[src/rtl/csa_pkg.sv]
package csa_pkg;

    // Width of one entry of the block-size list
    localparam int SZ_W       = 8;
    // Largest number of blocks the list can describe
    localparam int MAX_BLOCKS = 16;

    // Entry i (least significant block first) sits at bits [i*SZ_W +: SZ_W]
    typedef logic [MAX_BLOCKS*SZ_W-1:0] size_list_t;

    // The pair of carry-outs a select block computes ahead of its real carry
    typedef struct packed {
        logic if_one;
        logic if_zero;
    } carry_pair_t;

    // Width of block i
    function automatic int block_width(size_list_t lst, int i);
        return int'(lst[i*SZ_W +: SZ_W]);
    endfunction

    // Bit position where block i begins
    function automatic int block_base(size_list_t lst, int i);
        int acc;
        acc = 0;
        for (int k = 0; k < i; k++) begin
            acc += block_width(lst, k);
        end
        return acc;
    endfunction

    // Total width covered by the first n blocks
    function automatic int list_total(size_list_t lst, int n);
        return block_base(lst, n);
    endfunction

endpackage

[src/rtl/csa_ripple.sv]
module csa_ripple #(
    parameter int W = 4
) (
    input  logic [W-1:0] x,
    input  logic [W-1:0] y,
    input  logic         ci,
    output logic [W-1:0] s,
    output logic         co
);

    logic [W:0] c;

    assign c[0] = ci;

    for (genvar i = 0; i < W; i++) begin : g_bit
        logic p;
        logic g;
        assign p      = x[i] ^ y[i];
        assign g      = x[i] & y[i];
        assign s[i]   = p ^ c[i];
        assign c[i+1] = g | (p & c[i]);
    end

    assign co = c[W];

endmodule

[src/rtl/csa_select_block.sv]
module csa_select_block #(
    parameter int W = 4
) (
    input  logic [W-1:0] x,
    input  logic [W-1:0] y,
    input  logic         sel_c,
    output logic [W-1:0] s,
    output logic         co
);
    import csa_pkg::*;

    logic [W-1:0] s_zero;
    logic [W-1:0] s_one;
    carry_pair_t  cp;

    // Two chains computed in parallel, one per assumed carry-in
    csa_ripple #(.W(W)) u_assume0 (
        .x  (x),
        .y  (y),
        .ci (1'b0),
        .s  (s_zero),
        .co (cp.if_zero)
    );

    csa_ripple #(.W(W)) u_assume1 (
        .x  (x),
        .y  (y),
        .ci (1'b1),
        .s  (s_one),
        .co (cp.if_one)
    );

    // The real carry picks one of the two results
    always_comb begin
        if (sel_c) begin
            s  = s_one;
            co = cp.if_one;
        end else begin
            s  = s_zero;
            co = cp.if_zero;
        end
    end

endmodule

[src/rtl/csa_graded_adder.sv]
module csa_graded_adder #(
    parameter int                  WIDTH       = 64,
    parameter int                  NUM_BLOCKS  = 7,
    parameter csa_pkg::size_list_t BLOCK_SIZES =
        csa_pkg::size_list_t'({8'd12, 8'd11, 8'd10, 8'd9, 8'd8, 8'd7, 8'd7})
) (
    input  logic [WIDTH-1:0] opa,
    input  logic [WIDTH-1:0] opb,
    input  logic             cin,
    output logic [WIDTH-1:0] sum,
    output logic             cout
);
    import csa_pkg::*;

    localparam int COVERED = list_total(BLOCK_SIZES, NUM_BLOCKS);

    if (COVERED != WIDTH) begin : g_size_error
        $error("block sizes cover %0d bits, WIDTH is %0d", COVERED, WIDTH);
    end

    // carry[k] is the real carry entering block k
    logic [NUM_BLOCKS:0] carry;
    assign carry[0] = cin;

    for (genvar k = 0; k < NUM_BLOCKS; k++) begin : g_blk
        localparam int BW   = block_width(BLOCK_SIZES, k);
        localparam int BASE = block_base(BLOCK_SIZES, k);

        if (k == 0) begin : g_low
            csa_ripple #(.W(BW)) u_ripple (
                .x  (opa[BASE +: BW]),
                .y  (opb[BASE +: BW]),
                .ci (carry[k]),
                .s  (sum[BASE +: BW]),
                .co (carry[k+1])
            );
        end else begin : g_sel
            csa_select_block #(.W(BW)) u_sel (
                .x     (opa[BASE +: BW]),
                .y     (opb[BASE +: BW]),
                .sel_c (carry[k]),
                .s     (sum[BASE +: BW]),
                .co    (carry[k+1])
            );
        end
    end

    assign cout = carry[NUM_BLOCKS];

endmodule

[config.mk]
export PLATFORM = sky130hd
export DESIGN_NAME = csa_graded_adder
export DESIGN_NICKNAME = d
export VERILOG_FILES = /design/src/rtl/csa_pkg.sv /design/src/rtl/csa_ripple.sv /design/src/rtl/csa_select_block.sv /design/src/rtl/csa_graded_adder.sv
export SDC_FILE = /design/constraint.sdc
export NUM_CORES = 1
export LEC_CHECK = 0
export ABC_AREA = 1
export CAP_MARGIN = 5
export CORE_UTILIZATION = 30
export DETAILED_ROUTE_END_ITERATION = 8
export PLACE_DENSITY = 0.9
export SYNTH_ARGS = -nofsm -noshare
export SYNTH_HDL_FRONTEND = slang
export SYNTH_SLANG_ARGS = --single-unit
[constraint.sdc]
create_clock -name vclk -period 48.8
set_clock_uncertainty 0.1 [all_clocks]
set_input_delay 4.88 -clock vclk [all_inputs]
set_output_delay 4.88 -clock vclk [all_outputs]
set_load 0.05 [all_outputs]
Yosys cells after proc, flatten, opt, wreduce, memory -nomap -nowiden
Cells that the tools add are included.

operators by class
  bitwise operators = 467
  multiplexer cells = 12

operators with widths
  operator           number
  1-bit AND          173
  1-bit bitwise XOR  173
  1-bit bitwise OR   115
  12-bit 2-to-1 mux  1
  11-bit 2-to-1 mux  1
  10-bit 2-to-1 mux  1
  9-bit 2-to-1 mux   1
  8-bit 2-to-1 mux   1
  7-bit 2-to-1 mux   1
  1-bit 2-to-1 mux   6
  1-bit inverter     6

storage, ports and cells
  output and inout bits = 65
  logic and storage cells = 479
  register bits after elaboration = 0
  bits of input ports = 129

Depth between registers and ports, before layout
  word-level depth = 25
  mapped depth = 80

Hierarchy
Synthesis repeated with hierarchy kept, for this count alone.

second synthesis, totals
  cell total of the unflattened synthesis = 467
  area total of the unflattened synthesis = 3777.4 um^2

by module, submodules not included
  module                                           area each (um^2)  cells an instance  instances
  csa_ripple (g_blk[6].g_sel.u_sel.u_assume0 ...)  277.8             22                 2
  csa_ripple (g_blk[0].g_low.u_ripple ...)         177.7             17                 3
  csa_ripple (g_blk[5].g_sel.u_sel.u_assume0 ...)  257.7             21                 2
  csa_ripple (g_blk[4].g_sel.u_sel.u_assume0 ...)  237.7             20                 2
  csa_ripple (g_blk[3].g_sel.u_sel.u_assume0 ...)  217.7             19                 2
  csa_ripple (g_blk[2].g_sel.u_sel.u_assume0 ...)  197.7             18                 2
  csa_select_block (g_blk[6].g_sel.u_sel)          176.4             44                 1
  csa_select_block (g_blk[5].g_sel.u_sel)          165.2             41                 1
  csa_select_block (g_blk[4].g_sel.u_sel)          153.9             38                 1
  csa_select_block (g_blk[3].g_sel.u_sel)          135.1             34                 1
  csa_select_block (g_blk[2].g_sel.u_sel)          123.9             31                 1
  csa_select_block (g_blk[1].g_sel.u_sel)          112.6             28                 1

Least setup slack after synthesis
No wires, ideal clock.

  path kind = input port to output port
  from = input opa[0]
  to = output sum[63]
  arrival = 28.002 ns
  slack = 15.818 ns
  stages = 74
  cell sequence = inv_1 fa_1 inv_1 fa_1 fa_1 fa_1 fa_1 fa_1 fa_1 nand2_1 nand2_1 fa_1 fa_1 fa_1 fa_1 fa_1 fa_1 nand2_1 (+38 left out) fa_1 fa_1 fa_1 nand2_1 nand2_1 fa_1 fa_1 fa_1 fa_1 fa_1 fa_1 fa_1 fa_1 fa_1 fa_1 inv_1 fa_1 inv_1

on the way
  word-level cells in the longest chain between the ends = 21

RTL lines
  what                                line                    RTL
  start, declared                     csa_graded_adder.sv:7   input logic [WIDTH-1:0] opa,
  1-bit bitwise XOR                   csa_ripple.sv:18        assign p = x[i] ^ y[i];
  1-bit AND                           csa_ripple.sv:21        assign c[i+1] = g | (p & c[i]);
  1-bit bitwise OR (*)                csa_ripple.sv:21
  1-bit AND (*)                       csa_ripple.sv:21
  1-bit bitwise OR (*)                csa_ripple.sv:21
  1-bit AND (*)                       csa_ripple.sv:21
  1-bit bitwise OR (*)                csa_ripple.sv:21
  1-bit AND (*)                       csa_ripple.sv:21
  1-bit bitwise OR (*)                csa_ripple.sv:21
  1-bit AND (*)                       csa_ripple.sv:21
  1-bit bitwise OR (*)                csa_ripple.sv:21
  1-bit AND (*)                       csa_ripple.sv:21
  1-bit bitwise OR (*)                csa_ripple.sv:21
  1-bit AND (*)                       csa_ripple.sv:21
  1-bit bitwise OR (*)                csa_ripple.sv:21
  1-bit 2-to-1 mux (*) (5 in series)  csa_select_block.sv:35  if (sel_c) begin
  12-bit 2-to-1 mux (*)               csa_select_block.sv:35
  end, declared                       csa_graded_adder.sv:10  output logic [WIDTH-1:0] sum,

Every way passes the cells marked *; elsewhere a longest branch is shown, timed or not.

Worst setup path in the final report
Same ends and word-level chain as after synthesis.

==> impl_metrics.json <==
{
  "max_slew_margin_pct": 63.14,
  "syn_inst": 146,
  "gr-total-overflow": 0,
  "min_from": "opa[63]",
  "cp_slowest_stage_delay_ns": 0.79,
  "power_frac_seq_pct": 0,
  "clock_buffers": 0,
  "hp-class": "input pin to primary output",
  "synth_area_leaders": "fa_1, ha_1, inv_1",
  "cap_violations": 0,
  "globalRouteTotalUtil_pct": 22.59,
  "seq_cell_count": 0,
  "ant_nets": 0,
  "worst_pin_slew_ns": 0.5512,
  "drc": 0,
  "wl_per_cell_um": 15.38,
  "power_leakage_uw": 0.001580,
  "grt_pass1_wl_mm": 9.384,
  "vias_per_cell": 4.305,
  "initial_core_util_pct": 31.26,
  "critPathKind": "input pin to primary output",
  "period_needed_ns": 35.22,
  "synth_top_area_cell": "fa_1",
  "dieWidth_um": 74.95,
  "fin_nets": 541,
  "status": "complete, no violations",
  "antenna_cells": 0,
  "fp.dieArea_um2": 5618,
  "fin_tns_setup_ns": 0,
  "place_congestion": 0.7945,
  "holdWs_ns": 11.01,
  "p_sw_share_pct": 62.10,
  "wl_mm": 6.306,
  "yosysTopAreaCellShare_pct": 72.73,
  "dp_hpwl_mm": 6.122,
  "start_kind": "input pin",
  "top_level_ports": 194,
  "fin_cells": 410,
  "clkPwrFrac_pct": 0,
  "min_path_cells": 5,
  "synth_cell_type_count": 4,
  "dp.cells": 410,
  "drtIter0Drc": 14,
  "grt_pass1_vias": 2115,
  "crit_path_max_fanout": 3,
  "finalHoldViolCount": 0,
  "cp_common_cell": "fa_1",
  "num_rows": 26,
  "cts_setup_buffers": 0,
  "yosys.cell_count.top_type": "fa_1",
  "cts_resized": 0,
  "netlist_area_um2": 1597,
  "p_int_uw": 33.91,
  "pwr-share-comb_pct": 100.0,
  "ys_top_cells_by_count": "fa_1, inv_1, nand2_1, ha_1",
  "vias": 1765,
  "drive_gt1_share_pct": 0,
  "power_switching_uw": 55.57,
  "grt_max_degree": 4,
  "power_density_nw_per_um2": 24.68,
  "fmax_mhz": 28.39,
  "min_period_over_period_pct": 72.17,
  "holdPathEnd": "cout",
  "vdd_drop_max_mv": 0.02227,
  "firstDrtPassIters": 4,
  "seq_area_um2": 0,
  "end_kind": "primary output",
  "antenna_found_initial": 0,
  "syn_nets": 345,
  "dpl_cell_area_um2": 3626,
  "io_buffers": 194,
  "finalSetupViolCount": 0,
  "crit_slowest_cell": "clkdlybuf4s50_1",
  "cp_data_required_time_ns": 43.82,
  "die_h_um": 74.95,
  "syn2layout_area_growth_pct": 127.1,
  "synth.yosys.seq_area_share_pct": 0,
  "coreArea_um2": 5107,
  "holdBufCountCts": 0,
  "syn_avg_cell_area_um2": 10.94,
  "final_max_slew_viol_count": 0,
  "yosysWarnings": 0,
  "worstPathArrival_ns": 30.24,
  "grt_setup_unrepaired": "no",
  "stdcell_area_um2": 3626
}
-- worst max path at each step --
stage	to	startpoint	slack, ns	cells after the start
6_report	sum[63]	opa[0]	13.58	76
5_1_grt	sum[63]	opa[0]	12.63	76
2_1_floorplan	sum[63]	opa[0]	15.82	74
3_3_place_gp	sum[63]	opa[0]	14.16	76
3_5_place_dp	sum[63]	opa[0]	13.59	76
4_1_cts	sum[63]	opa[0]	13.52	76
-- kinds of logic after synthesis --
logic type	Yosys count	synth area share, %
adders and majority gates	70	82.13
and+or+nand+nor	36	8.464
buffers and inverters	40	9.404
-- through the flow --
stage | setup slack [ns] | util (%) | power (uW)
after floorplan | 15.82 | - | 59.24
after global routing | 12.63 | 70.99 | 94.63
after detailed placement | 13.59 | 70.99 | 90.26
final | 13.58 | 70.99 | 89.48
after CTS | 13.52 | 70.99 | 90.46
after global placement | 14.16 | 70.99 | 88.24
-- cells in the final DEF (no fill, tap or decap) --
cell	count
fa_1	58
clkdlybuf4s50_1	194
ha_1	12
nand2_1	36
inv_1	40
-- routing by layer --
metal	wire length [um]	track usage, %
met1	1656	19.06
met4	219	6.918
met2	3423	45.95
met5	0	0
met3	1007	10.17
-- worst max-delay path: cells and delay by family --
family | cells | cell delay, ns
buffers and inverters | 6 | 1.45
adder cells (fa/ha/maj) | 58 | 22.92
AND/OR/NAND/NOR | 12 | 1.01
-- power groups by stage --
stage	registers, uW	clock network [uW]	logic (uW)
after floorplan	0	0	59.2
after global placement	0	0	88.2
after detailed placement	0	0	90.3
after CTS	0	0	90.5
after global routing	0	0	94.6
final	0	0	89.5
-- layout make-up --
class                           instances  area, um^2
Multi-Input combinational cell        106        1446
Timing Repair Buffer                  194        1942
Fill cell                             383        1481
Inverter                               40       150.1
Tap cell                               70       87.58
Note: power is estimated with default switching activity, not from simulation.
